--- src/rtl/ssi_pkg.sv ---
package ssi_pkg;
  typedef enum logic [1:0] {
    ST_IDLE = 2'd0,
    ST_LOW  = 2'd1,
    ST_HIGH = 2'd2,
    ST_MONO = 2'd3
  } ssi_state_e;
endpackage

--- src/rtl/ssi_half_timer.sv ---
module ssi_half_timer #(
  parameter int DIV_W = 8
) (
  input  logic             clk,
  input  logic             rst,
  input  logic             run,
  input  logic [DIV_W-1:0] half_div,
  output logic             tick
);
  logic [DIV_W-1:0] cnt_q;

  assign tick = run && (cnt_q == half_div);

  always_ff @(posedge clk) begin
    if (rst || !run || tick) cnt_q <= '0;
    else                     cnt_q <= cnt_q + 1'b1;
  end

  assert_half_in_range_R3: assert property (@(posedge clk) disable iff (rst)
    run |-> (cnt_q <= half_div));
endmodule

--- src/rtl/ssi_frame_rx.sv ---
module ssi_frame_rx #(
  parameter int POS_W     = 12,
  parameter int PARITY_EN = 1,
  parameter int IDX_W     = 6
) (
  input  logic             clk,
  input  logic             rst,
  input  logic             clr,
  input  logic             sample,
  input  logic             last,
  input  logic [IDX_W-1:0] idx,
  input  logic             din,
  output logic [POS_W-1:0] position,
  output logic             fault,
  output logic             parity_err,
  output logic             done
);
  localparam int PAY_W = POS_W + 1 + PARITY_EN;

  logic [POS_W-1:0] pos_acc, pos_n;
  logic             err_acc, err_n;
  logic             par_acc, par_n;
  logic             pad_acc, pad_n;
  logic             is_pos, is_err, is_pay;
  logic             par_bad;

  assign is_pos = idx < IDX_W'(POS_W);
  assign is_err = idx == IDX_W'(POS_W);
  assign is_pay = idx < IDX_W'(PAY_W);

  always_comb begin
    pos_n = is_pos ? {pos_acc[POS_W-2:0], din} : pos_acc;
    err_n = is_err ? din : err_acc;
    par_n = par_acc ^ (is_pay & din);
    pad_n = pad_acc | (~is_pay & din);
  end

  generate
    if (PARITY_EN != 0) begin : g_par
      assign par_bad = par_n;
    end else begin : g_nopar
      assign par_bad = 1'b0;
    end
  endgenerate

  always_ff @(posedge clk) begin
    if (rst || clr) begin
      pos_acc <= '0;
      err_acc <= 1'b0;
      par_acc <= 1'b0;
      pad_acc <= 1'b0;
    end else if (sample) begin
      pos_acc <= pos_n;
      err_acc <= err_n;
      par_acc <= par_n;
      pad_acc <= pad_n;
    end
  end

  always_ff @(posedge clk) begin
    if (rst) begin
      position   <= '0;
      fault      <= 1'b0;
      parity_err <= 1'b0;
      done       <= 1'b0;
    end else begin
      done <= sample && last;
      if (sample && last) begin
        position   <= pos_n;
        fault      <= ~err_n;
        parity_err <= par_bad | pad_n;
      end
    end
  end

  assert_fault_active_low_R5: assert property (@(posedge clk) disable iff (rst)
    done |-> (fault == !err_acc));
  assert_pos_matches_acc_R4: assert property (@(posedge clk) disable iff (rst)
    done |-> (position == pos_acc));
  assert_pad_flag_R7: assert property (@(posedge clk) disable iff (rst)
    (done && pad_acc) |-> parity_err);
endmodule

--- src/rtl/ssi_pos_reader.sv ---
module ssi_pos_reader
  import ssi_pkg::*;
#(
  parameter int POS_W     = 12,
  parameter int PARITY_EN = 1,
  parameter int CNT_W     = 6,
  parameter int DIV_W     = 8,
  parameter int MONO_W    = 12
) (
  input  logic              clk,
  input  logic              rst,
  input  logic              start,
  input  logic              ssi_data,
  input  logic [CNT_W-1:0]  clk_count,
  input  logic [DIV_W-1:0]  half_div,
  input  logic [MONO_W-1:0] mono_len,
  output logic              ssi_clk,
  output logic              busy,
  output logic              done,
  output logic [POS_W-1:0]  position,
  output logic              fault,
  output logic              parity_err
);
  localparam int PAY_W = POS_W + 1 + PARITY_EN;

  ssi_state_e        state_q;
  logic              sclk_q;
  logic [CNT_W-1:0]  bit_idx, n_last, total;
  logic [MONO_W-1:0] mono_cnt;
  logic              tick, run, accept, sample, last;

  assign total  = (clk_count < CNT_W'(PAY_W)) ? CNT_W'(PAY_W) : clk_count;
  assign run    = (state_q == ST_LOW) || (state_q == ST_HIGH);
  assign accept = (state_q == ST_IDLE) && start;
  assign sample = (state_q == ST_HIGH) && tick;
  assign last   = bit_idx == n_last;

  ssi_half_timer #(.DIV_W(DIV_W)) u_timer (
    .clk(clk), .rst(rst), .run(run), .half_div(half_div), .tick(tick)
  );

  always_ff @(posedge clk) begin
    if (rst) begin
      state_q  <= ST_IDLE;
      sclk_q   <= 1'b1;
      bit_idx  <= '0;
      n_last   <= '0;
      mono_cnt <= '0;
    end else begin
      case (state_q)
        ST_IDLE: if (start) begin
          state_q <= ST_LOW;
          sclk_q  <= 1'b0;
          bit_idx <= '0;
          n_last  <= total - 1'b1;
        end
        ST_LOW: if (tick) begin
          state_q <= ST_HIGH;
          sclk_q  <= 1'b1;
        end
        ST_HIGH: if (tick) begin
          if (last) begin
            state_q  <= ST_MONO;
            mono_cnt <= '0;
          end else begin
            bit_idx <= bit_idx + 1'b1;
            state_q <= ST_LOW;
            sclk_q  <= 1'b0;
          end
        end
        ST_MONO: begin
          if (mono_cnt == mono_len) state_q <= ST_IDLE;
          else                      mono_cnt <= mono_cnt + 1'b1;
        end
        default: state_q <= ST_IDLE;
      endcase
    end
  end

  assign ssi_clk = sclk_q;
  assign busy    = state_q != ST_IDLE;

  ssi_frame_rx #(.POS_W(POS_W), .PARITY_EN(PARITY_EN), .IDX_W(CNT_W)) u_rx (
    .clk(clk), .rst(rst), .clr(accept), .sample(sample), .last(last),
    .idx(bit_idx), .din(ssi_data),
    .position(position), .fault(fault), .parity_err(parity_err), .done(done)
  );

  assert_idle_clk_high_R1: assert property (@(posedge clk) disable iff (rst)
    !run |-> ssi_clk);
  assert_idx_bound_R2: assert property (@(posedge clk) disable iff (rst)
    busy |-> (bit_idx <= n_last));
  assert_done_single_R8: assert property (@(posedge clk) disable iff (rst)
    done |=> !done);
  assert_done_enters_mono_R9: assert property (@(posedge clk) disable iff (rst)
    done |-> (state_q == ST_MONO));
  assert_start_ignored_R9: assert property (@(posedge clk) disable iff (rst)
    (state_q == ST_MONO && start) |=> (state_q != ST_LOW));
endmodule

--- config.mk ---
export PLATFORM = sky130hd
export DESIGN_NAME = ssi_pos_reader
export DESIGN_NICKNAME = d
export VERILOG_FILES = /design/src/rtl/ssi_pkg.sv /design/src/rtl/ssi_half_timer.sv /design/src/rtl/ssi_frame_rx.sv /design/src/rtl/ssi_pos_reader.sv
export SDC_FILE = /design/constraint.sdc
export NUM_CORES = 1
export LEC_CHECK = 0
export BUFFER_PORTS_ARGS = -buffer_cell sky130_fd_sc_hd__buf_2
export CAP_MARGIN = 10
export CELL_PAD_IN_SITES_DETAIL_PLACEMENT = 1
export CELL_PAD_IN_SITES_GLOBAL_PLACEMENT = 1
export CORE_UTILIZATION = 33
export CTS_BUF_LIST = sky130_fd_sc_hd__clkbuf_8
export CTS_CLUSTER_DIAMETER = 200
export CTS_CLUSTER_SIZE = 20
export DETAILED_ROUTE_END_ITERATION = 12
export GPL_TIMING_DRIVEN = 1
export PLACE_DENSITY = 0.66
export SLEW_MARGIN = 20
export SYNTH_ARGS = -nofsm -noshare
export SYNTH_HDL_FRONTEND = slang
export SYNTH_SLANG_ARGS = --single-unit
--- constraint.sdc ---
create_clock -name clk -period 2.8 [get_ports clk]
set_input_delay 0.56 -clock clk [delete_from_list [all_inputs] [get_ports clk]]
set_output_delay 0.56 -clock clk [all_outputs]
set_load 0.05 [all_outputs]
==> out/summary.txt <==
Yosys reg bits: 65
Setup Viol. Count Final: 0
core area: 0.009774 mm^2
Total Power: 2.592 mW
Post-Syn Instances: 393
maximum vdd ir drop: 0.0002952 V
largest net degree at the start of global routing: 31
status: complete, no violations
num ports: 47
syn_nets: 433
sequential-to-total area share from yosys stat: 0.3910
Power Density: 658.4 mW/mm^2
H-tree level count: 3
Worst-path clk slew: 0.07 ns
Starting Density: 0.3405
post-synth cell types: 42
Setup Total Neg Slack: 0 ns
wire per inst: 14.61 um
number of synthesized flops with an enable pin: 0
TritonRoute pass-1 iters: 5
post-layout util: 0.4028
# Post-CTS Setup Buffers: 0
IO Port Bufs: 46
YS warnings: 0
maximum capacitance violations: 0
final hold slack: 0.4211 ns
total count of hold-check failures in the final report: 0
placed cell count: 560
Cell Rows: 36
Worst setup EP type: register
Hold Buf Count CTS: 0
number of global-route vias before repair: 3077
NumNets Final: 478
CTS Buf Count: 9
Clock Sinks: 65
Post-DP HPWL: 6176 um
chip height: 102.4 um
Antenna diodes: 0
Total Routing Usage GR: 0.1851
Fillers: 1192
synthesized area per cell: 8.469 um^2
CTS Buffer Depth: 2
share of cells above drive strength 1: 0.1693
grt total ovfl: 0
initial antenna violation count: 0
Worst Path Arrival: 2.51 ns
FMAX: 0.4395 GHz
CP Launch Type: register
Area Overhead vs Synth: 18.31%
Period Utilization, post-route: 0.8127
residual DRC count: 0
commonest cells after routing, fill and taps aside: 65 x dfxtp_1, 46 x buf_2, 41 x nor2_1, 41 x nand2_1, 28 x a21oi_1
via count: 2985
Vias per Instance: 5.182
worst path required time: 3.04 ns
initial DRC count: 68
die area: 0.01049 mm^2
die width: 102.4 um
Post-DRT Antenna Nets: 0
Async SR Flop Fraction: 0
cell leakage power: 1.521 nW
WL final: 8417 um
first-pass GRT wire length: 14960 um
CP Max Fanout: 7
Setup CP Type: register to register
PostCTS Resize Cnt: 0
CTS tree: done
RD Place Congestion: 0.7958
worst-margin pin slew: 0.7512 ns
Primary FF master, synth: dfxtp_1
Final Max Slew Viols: 0
RSZ-0062 raised after global routing: false
Clock Latency Late Sink: 0.36 ns
Slew Limit Headroom: 0.4983
worst hold path class: primary input to register
clock period minus worst slack: 2.276 ns
Root Buffer: clkbuf_8
commonest non-fill, non-tap cell in the layout: dfxtp_1
Layout Cells excl Fill: 576
Clock Skews: 0.009702 ns
Post-Syn Area: 0.003328 mm^2
per-stage QoR:
stage	instance area (um^2)	setup slack [ns]
after floorplan	3328	0.8190
after global placement	3695	0.4203
after detailed placement	3695	0.3419
after CTS	3938	0.4975
after global routing	3938	0.2467
final	3938	0.5245
sequential cells by signal, indices dropped and copies added (netlist names):
register	flops
mono_cnt	12
u_rx.pos_acc	12
u_rx.position	12
u_timer.cnt_q	8
bit_idx	6
n_last	6
state_q	2
ssi_clk	1
u_rx.done	1
u_rx.err_acc	1
u_rx.fault	1
u_rx.pad_acc	1
u_rx.par_acc	1
u_rx.parity_err	1
final timing paths:
| check | slack (ns) | startpoint | depth (start not counted) | endpoint |
|---|---|---|---|---|
| max | 0.52 | state_q[0] | 7 | mono_cnt[10] |
| min | 0.42 | clk_count[0] | 2 | n_last[0] |
| max reg2reg | 0.52 | state_q[0] | 7 | mono_cnt[10] |
| min reg2reg | 0.46 | u_rx.pos_acc[11] | 2 | u_rx.pos_acc[11] |
cell families after synthesis:
group                      count (synthesis)  synth area share
adders and majority gates                 10           0.03759
xor gates and xnor gates                  34           0.08947
DFF                                       65            0.3910
AOI/OAI and AO/OA                         88            0.1729
muxes                                     16           0.04849
buffers and inverters                     29           0.03534
and+or+nand+nor                          151            0.2252
critical path, stage by stage (launching register included):
cell and delay (ns):
dfxtp_1 0.42, inv_1 0.11, ha_1 0.34, and3_1 0.18
nand3_1 0.20, o31ai_2 0.60, buf_4 0.25, a21oi_1 0.04
power by group:
group          leakage (nW)  total [mW]  switching, mW  internal [mW]
clock                 0.121       0.982          0.389          0.593
sequential            0.525        1.03         0.0514          0.974
combinational         0.874       0.585          0.394          0.192
synthesized netlist by cell type, drive strengths merged, types with 6 or more instances:
| library cell | number | area share |
|---|---|---|
| clkbuf | 10 | 0.011 |
| and3 | 7 | 0.013 |
| mux2i | 15 | 0.045 |
| a21oi | 28 | 0.042 |
| nand3 | 19 | 0.029 |
| buf | 7 | 0.011 |
| o21ai | 18 | 0.027 |
| a211oi | 16 | 0.036 |
| dfxtp | 65 | 0.39 |
| nand2 | 41 | 0.046 |
| ha | 10 | 0.038 |
| xor2 | 18 | 0.047 |
| xnor2 | 16 | 0.042 |
| nor2 | 42 | 0.048 |
| inv | 12 | 0.014 |
| nand4 | 7 | 0.013 |
| a311oi | 6 | 0.016 |
| or3 | 10 | 0.019 |
area by class of cell:
class	count	area (um^2)	share of cell area
Clock buffer	9	123.9	0.03146
Sequential cell	65	1301	0.3305
Timing Repair Buffer	51	267.8	0.06800
Tap cell	133	166.4	0.04226
Inverter	12	45.04	0.01144
Multi-Input combinational cell	299	1914	0.4862
Clock inverter	7	118.9	0.03019
routing by layer:
metal,vias to the layer above,global-route usage,wire length (um)
met5,-,0,0
met4,0,0.06923,131
met3,10,0.04583,281
met2,48,0.2964,3907
met1,1418,0.2397,4097
li1,1509,-,-
Note: power is estimated with default switching activity, not from simulation.
